`src/rtl/doe_pkg.sv`:
```
`timescale 1ns/1ps
package doe_pkg;
   localparam int PS_W = 2;
   typedef enum logic [PS_W-1:0] {
      PS_HIZ  = 2'b00,
      PS_RUN  = 2'b01,
      PS_PARK = 2'b10
   } pair_state_e;
endpackage

```
`src/rtl/doe_sync.sv`:
```
`timescale 1ns/1ps
module doe_sync #(
   parameter int              WIDTH   = 1,
   parameter int              STAGES  = 2,
   parameter logic [WIDTH-1:0] RST_VAL = '0
) (
   input  logic             clk,
   input  logic             rst_n,
   input  logic [WIDTH-1:0] d,
   output logic [WIDTH-1:0] q
);
   logic [STAGES-1:0][WIDTH-1:0] chain;

   always_ff @(posedge clk or negedge rst_n) begin
      if (!rst_n) chain <= {STAGES{RST_VAL}};
      else        chain <= {chain[STAGES-2:0], d};
   end

   assign q = chain[STAGES-1];
endmodule

```
`src/rtl/doe_strap_latch.sv`:
```
`timescale 1ns/1ps
module doe_strap_latch #(
   parameter int WIDTH = 3
) (
   input  logic             clk,
   input  logic             rst_n,
   input  logic [WIDTH-1:0] strap_in,
   output logic [WIDTH-1:0] strap_q,
   output logic             done
);
   always_ff @(posedge clk or negedge rst_n) begin
      if (!rst_n) begin
         strap_q <= '0;
         done    <= 1'b0;
      end else if (!done) begin
         strap_q <= strap_in;
         done    <= 1'b1;
      end
   end
endmodule

```
`src/rtl/doe_pair_ctrl.sv`:
```
`timescale 1ns/1ps
module doe_pair_ctrl
   import doe_pkg::*;
(
   input  logic        clk,
   input  logic        rst_n,
   input  logic        pd,
   input  logic        oe_n,
   input  logic        en,
   output pair_state_e state
);
   pair_state_e nxt;

   always_comb begin
      if (pd)               nxt = PS_PARK;
      else if (!oe_n && en) nxt = PS_RUN;
      else                  nxt = PS_HIZ;
   end

   always_ff @(posedge clk or negedge rst_n) begin
      if (!rst_n) state <= PS_HIZ;
      else        state <= nxt;
   end
endmodule

```
`src/rtl/doe_stable_timer.sv`:
```
`timescale 1ns/1ps
module doe_stable_timer #(
   parameter int LIMIT = 250000
) (
   input  logic clk,
   input  logic rst_n,
   input  logic hold,
   output logic stable
);
   localparam int CW = $clog2(LIMIT + 1);
   localparam logic [CW-1:0] LIMIT_C = CW'(LIMIT);

   logic [CW-1:0] cnt;

   always_ff @(posedge clk or negedge rst_n) begin
      if (!rst_n)              cnt <= '0;
      else if (hold)           cnt <= '0;
      else if (cnt != LIMIT_C) cnt <= cnt + 1'b1;
   end

   assign stable = (cnt == LIMIT_C);
endmodule

```
`src/rtl/diff_oe_ctrl.sv`:
```
`timescale 1ns/1ps
module diff_oe_ctrl
   import doe_pkg::*;
#(
   parameter int NUM_PAIRS     = 12,
   parameter int SYNC_STAGES   = 2,
   parameter int STABLE_CYCLES = 250000,
   parameter int STRAP_W       = 3,
   localparam int NUM_PINS     = NUM_PAIRS - 1,
   localparam int HI_PINS      = NUM_PINS - 8
) (
   input  logic                      clk,
   input  logic                      rst_n,
   input  logic [NUM_PINS-1:0]       oe_pin_n,
   input  logic                      pwrdn_pin,
   input  logic [NUM_PAIRS-1:0]      reg_en,
   input  logic                      park_mode,
   input  logic [STRAP_W-1:0]        strap_in,
   output logic [NUM_PAIRS*PS_W-1:0] pair_state,
   output logic                      park_true_drive,
   output logic [7:0]                rb_oe_lo,
   output logic [7:0]                rb_oe_hi,
   output logic                      outputs_stable
);
   if (NUM_PAIRS < 10 || NUM_PAIRS > 12) begin : g_bad_pairs
      $error("NUM_PAIRS must lie in 10..12 to fit the readback bytes");
   end
   if (SYNC_STAGES < 2) begin : g_bad_sync
      $error("SYNC_STAGES must be at least 2");
   end
   if (STRAP_W != 3) begin : g_bad_strap
      $error("STRAP_W must be 3");
   end
   if (STABLE_CYCLES < 1) begin : g_bad_limit
      $error("STABLE_CYCLES must be positive");
   end

   logic [NUM_PINS:0]    sync_q;
   logic [NUM_PINS-1:0]  oe_s;
   logic                 pd_s;
   logic [STRAP_W-1:0]   strap_q;
   logic                 strap_done;

   // Pins and power-down share one synchronizer; reset value is "disabled, powered down".
   doe_sync #(
      .WIDTH   (NUM_PINS + 1),
      .STAGES  (SYNC_STAGES),
      .RST_VAL ({(NUM_PINS + 1){1'b1}})
   ) u_sync (
      .clk   (clk),
      .rst_n (rst_n),
      .d     ({pwrdn_pin, oe_pin_n}),
      .q     (sync_q)
   );

   assign oe_s = sync_q[NUM_PINS-1:0];
   assign pd_s = sync_q[NUM_PINS];

   for (genvar p = 0; p < NUM_PAIRS; p++) begin : g_pair
      localparam int PIN = (p < NUM_PINS) ? p : NUM_PINS - 1;
      pair_state_e st;
      doe_pair_ctrl u_pair (
         .clk   (clk),
         .rst_n (rst_n),
         .pd    (pd_s),
         .oe_n  (oe_s[PIN]),
         .en    (reg_en[p]),
         .state (st)
      );
      assign pair_state[PS_W*p +: PS_W] = st;
   end

   always_ff @(posedge clk or negedge rst_n) begin
      if (!rst_n) park_true_drive <= 1'b0;
      else        park_true_drive <= pd_s & park_mode;
   end

   doe_strap_latch #(.WIDTH(STRAP_W)) u_strap (
      .clk      (clk),
      .rst_n    (rst_n),
      .strap_in (strap_in),
      .strap_q  (strap_q),
      .done     (strap_done)
   );

   doe_stable_timer #(.LIMIT(STABLE_CYCLES)) u_timer (
      .clk    (clk),
      .rst_n  (rst_n),
      .hold   (pd_s),
      .stable (outputs_stable)
   );

   always_comb begin
      rb_oe_lo              = oe_s[7:0];
      rb_oe_hi              = '0;
      rb_oe_hi[HI_PINS-1:0] = oe_s[NUM_PINS-1:8];
      rb_oe_hi[7:5]         = strap_q;
   end
endmodule

```
`config.mk`:
```
export PLATFORM = sky130hd
export DESIGN_NAME = diff_oe_ctrl
export DESIGN_NICKNAME = d
export VERILOG_FILES = /design/src/rtl/doe_pkg.sv /design/src/rtl/doe_sync.sv /design/src/rtl/doe_strap_latch.sv /design/src/rtl/doe_pair_ctrl.sv /design/src/rtl/doe_stable_timer.sv /design/src/rtl/diff_oe_ctrl.sv
export SDC_FILE = /design/constraint.sdc
export NUM_CORES = 1
export LEC_CHECK = 0
export ABC_AREA = 1
export BUFFER_PORTS_ARGS = -buffer_cell sky130_fd_sc_hd__buf_2
export CAP_MARGIN = 0
export CORE_UTILIZATION = 55
export DETAILED_ROUTE_END_ITERATION = 7
export HOLD_SLACK_MARGIN = 0.08
export PLACE_DENSITY = 0.9
export SETUP_SLACK_MARGIN = 0.4
export SLEW_MARGIN = 10
export SYNTH_ARGS = -nofsm -noshare
export SYNTH_HDL_FRONTEND = slang
export SYNTH_SLANG_ARGS = --single-unit
```
`constraint.sdc`:
```
create_clock -name clk -period 3.5 [get_ports clk]
set_input_delay 0 -clock clk [delete_from_list [all_inputs] [get_ports clk]]
set_output_delay 0 -clock clk [all_outputs]
set_load 0.01 [all_outputs]
```
======== Yosys cells after proc, flatten, opt, wreduce, memory -nomap -nowiden ========
Cells that the tools add are included.
W data, S select, Z words.
cells by class
  $add $sub $neg .......................... 1
  equality and inequality tests ........... 2
  mux-type cells .......................... 26
  bitwise logic cells ..................... 1
  reductions and logical operators ........ 24
operators by type and width
  kind                     count
  $mux W18                 2
  $mux W2                  12
  $add A18 B1 Y18 const B  1
  $eq A18 B18 Y1 const B   1
  $ne A18 B18 Y1 const B   1
  $logic_and A1 B1 Y1      12
  $mux W1                  12
  $logic_not A1 Y1         11
  $reduce_bool A2 Y1       1
  $and A1 B1 Y1            1
storage, ports and cells
  register bits ........................... 71
  input bits .............................. 30
  output and inout port bits .............. 42
  logic and storage cells ................. 72

======== Logic depth before layout (Yosys ltp) ========
  word-level depth ........................ 4
  mapped depth ............................ 9
  depth with buffers taken out ............ 9

======== By module ========
A second synthesis with hierarchy kept.
unflattened totals
  cell total of the unflattened synthesis .. 288
  area total of the unflattened synthesis .. 2835.2 um^2
by module, submodules not included
  module            instances  cells an instance  area an instance (um^2)
  doe_stable_timer  1          171                1156.1
  doe_pair_ctrl     12         5                  63.8
  doe_sync          1          36                 720.7
  doe_strap_latch   1          15                 141.4
  diff_oe_ctrl      1          6                  51.3

======== Least setup slack after synthesis ========
OpenSTA, ideal clock, no wires.
  kind .................................... register -> register
  from .................................... reg u_timer.cnt[0]
  to ...................................... reg u_timer.cnt[16]
  library setup time ...................... 132 ps
  arrival ................................. 1093 ps
  data required time ...................... 3368 ps
  path slack .............................. 2275 ps
  stages on the path, launching flop included .. 10
  cells stage by stage .................... dfrtp_1 -> ha_1 -> nand3_1 -> inv_2 -> nand2_2 -> clkinv_1 -> nand2_1 -> nand2_1 -> nand2_1 -> nor2_1
between the ends
  longest elaborated chain between the ends .. 3
  elaborated cells on any way between the ends .. 5
  those cells by class .................... 1 x add/sub; 1 x eq/ne; 2 x mux; 1 x reduce/logical
RTL lines
  what                      RTL line                text
  start: declaration        doe_stable_timer.sv:13  logic [CW-1:0] cnt;
  start signal: assignment  doe_stable_timer.sv:18  else if (cnt != LIMIT_C) cnt <= cnt + 1'b1;
  $add A18 B1 Y18           doe_stable_timer.sv:18
  $mux W18                  doe_stable_timer.sv:18
  $mux W18                  doe_stable_timer.sv:17  else if (hold) cnt <= '0;
Parallel ways exist; a longest one is shown, timed or not. The select of a mux whose other input is x is not followed.
A chain may end at the register's enable or synchronous reset.

======== Final worst setup path ========
  from .................................... reg u_timer.cnt[0]
  to ...................................... out outputs_stable
between the ends
  longest elaborated chain between the ends .. 1
RTL lines
  what              RTL line                text
  $eq A18 B18 Y1    doe_stable_timer.sv:21  assign stable = (cnt == LIMIT_C);
  end: declaration  diff_oe_ctrl.sv:23      output logic outputs_stable
No other way between the ends.

==> impl_results.md <==
* Register area share after synthesis at 60.6%
* CTS H-Tree Depth at 3
* Number of port buffers at 69
* Area Overhead vs Synth at 30.0%
* F_max at 585 MHz
* Maxcap violations at 0
* Clock network power share at 46.1%
* Commonest non-fill, non-tap cell in the layout: buf_2
* Initial Util at 57.7%
* Most frequent cells in the layout: buf_2 (69), nand2_1 (39), dfrtp_1 (36)
* Setup ws final at between 1.5 and 2 ns
* Fillers at 278
* Worst clock skew at approximately 0.02 ns
* Max Slew Vio Count at 0
* Core Area at between 4000 and 5000 um2
* Highest-delay cell along the critical path: dfrtp_1
* Fin util at approximately 75%
* Worst-margin pin slew at about 0.53 ns
* Placed Instance Area at roughly 2800 um2
* Synth Instances at 251
* WHS at 0.145 ns
* Unrepaired setup endpoints after global routing: false
* Reg-to-Reg Start: u_sync.q[11]$_DFF_PN1_
* Vias in the first global route at roughly 2,000
* Rows at 24
* Detailed-placement wirelength estimate at 3.51 mm
* Finished Layout Cells at 393
* Chip Height at 69.8 um
* Worst path depth at 5
* Syn Area/Cell at 10.1 um2
* R2R Setup Slk at 2.03 ns
* Leakage at 1.57 nW
* DR iter-0 viols at 221
* Yosys top cell by area: dfrtp_1
* Pwr Total at around 1.6 mW
* CTS tree: built
* Total Nets Final at 367
* Status: completed
* Routed vias/inst at ~5.2
* R2R depth at 3
* Setup crit start: u_timer.cnt[0]$_DFFE_PN0P_
* Num Clock Sinks at 60
* Reg clk slew, reported paths at 0.09 ns
* Post-Place Cells at between 300 and 400
* Post-synth cell types at 27
* Total CTS buffers at 9
* Die X at approximately 70 um
* Vias at just over 2,000
* CP max FO at 4
* Synth warnings at 0
* Tot GR Track Use at 28.4%
* Largest net degree at the start of global routing at 37
* Register bit total from synthesis at 60
* Max stage delay on crit path at ~0.42 ns
* Critical path required time at 3.50 ns
* R2R Path End: u_timer.cnt[1]$_DFFE_PN0P_
* DR pass1 iterations at 4
* Tmin final at 1.71 ns
* Min-Delay Path Class: primary input to async pin
* Final Setup Violations at 0
* First-pass GRT wire length at 9.99 mm
* Sequential Power Share at a little under half
* Routed WL per cell at 15.7 um
* Worst Path Buf+Inv at 2
* Area contributors post-synth: dfrtp_1 (36%), dfstp_2 (25%), buf_4 (7.1%)
* Setup TNS at 0 ns
* Die area at 4870 um2
* Final hold vios at 0
* Family with the most delay on the worst path: flip-flops
* Worst slack at placement at 2.07 ns
* Cts repair resizes at 0
* Deepest clock path buffer count at 2
* Cell area after layout at 3290 um2
* Peak VDD IR at 0.333 mV
* DRC at 0
* Critical path cell sequence: inv_1, ha_1, nand2_1, nor4_1, buf_2
* Root Buffer: clkbuf_8
* Cell Pwr Density at 493 nW/um2
* Placer Congestion at 0.912
* Clk Latency, worst-skew pair at between 0.3 and 0.4 ns
* Sw power at 386 uW
* CP Data Arrival Time at 1.71 ns
* Max-slew headroom at 64.7%
* IO Count at 72
* Post-DRT Antenna Nets at 0
* Final period utilization at 48.8%
* Share of layout cells above drive strength 1 at between 30% and 40%
* Post-CTS Setup Inserts at 0
* Initial antenna violation count at 1
* Netlist area before placement at 2530 um2
* Yosys top cell area share at 35.6%
* CP Class: flip-flop to primary output
* Int Pwr at 1.23 mW
* Switching Fraction at between 20% and 30%
* Grt total ovfl at 0
* CP startpoint kind: flip-flop
* Routed WL at 6.15 mm
* Crit path capture type: primary output
* Comb pwr share at 7.4%
[layer usage]
layer	share of wire [%]	up-vias	track usage, %	wire, um
met3	7.2	27	9.59	441
li1	-	938	-	-
met4	6.3	0	19.3	385
met5	0	-	0	0
met1	36	967	31.0	2190
met2	51	113	46.4	3130
[Yosys cell counts]
master,count
nand2_1,39
dfrtp_1,36
nor2_1,31
buf_4,24
dfstp_2,24
inv_1,23
nand3_1,15
nor3b_1,12
a21oi_1,7
o21ai_0,7
nand4_1,5
clkbuf_1,3
mux2_2,3
nand2_2,3
xor2_1,3
conb_1,2
ha_1,2
nor2_2,2
o21bai_1,2
and2_1,1
clkinv_1,1
inv_2,1
nand3_2,1
nor2_4,1
nor3_1,1
nor4_1,1
o21ai_1,1
[worst max-delay path by stage]
stage | end | slack, ns
after floorplan | u_timer.cnt[16]$_DFFE_PN0P_ | 2.27
after global placement | u_timer.cnt[0]$_DFFE_PN0P_ | 2.14
after detailed placement | u_timer.cnt[1]$_DFFE_PN0P_ | 2.07
after CTS | outputs_stable | 1.81
after global routing | outputs_stable | 1.71
final | outputs_stable | 1.79
[area by class of cell]
class                   count  area (um2)  area share (%)
clock buffers              11         151            4.61
repair buffers             99         643            19.6
diodes                      1        2.50          0.0761
multi-input cells         140         716            21.8
flip-flops and latches     60        1530            46.6
well taps                  52        65.1            1.98
inverters                  25        93.8            2.85
clock inverters             5        83.8            2.55
[what timing repair did]
action | 4_1_cts | 5_1_grt
hold endpoints to repair | 52 | 0
setup endpoints to repair | 0 | 0
hold buffers | 29 | 0
[power groups by stage]
| stage | Sequential (mW) | Clock [mW] | Combinational (mW) |
|---|---|---|---|
| CTS | 0.751 | 0.730 | 0.119 |
| global placement | 0.760 | 0 | 0.0890 |
| detailed placement | 0.763 | 0 | 0.0927 |
| finish | 0.752 | 0.748 | 0.121 |
| global route | 0.756 | 0.786 | 0.132 |
| floorplan | 0.762 | 0 | 0.0530 |
[cell families (layout without fill, tap and decap cells)]
group,after synthesis,after routing,synth area share [%]
adders and majority gates,2,2,0.989
other,2,4,0.297
xor gates and xnor gates,3,3,1.04
muxes,3,3,1.34
and+or+nand+nor,112,112,20.9
buffers and inverters,52,140,11.3
DFF,60,60,60.6
AOI/OAI and AO/OA,17,17,3.56
[sequential cells by signal, indices dropped and copies added, names as in the netlist]
| register | cells |
|---|---|
| u_strap.strap_q | 3 |
| g_pair.u_pair.state | 13 |
| u_sync.q | 12 |
| park_true_drive | 1 |
| u_strap.done | 1 |
| u_timer.cnt | 18 |
| u_sync.chain | 12 |
Note: power is estimated with default switching activity, not from simulation.
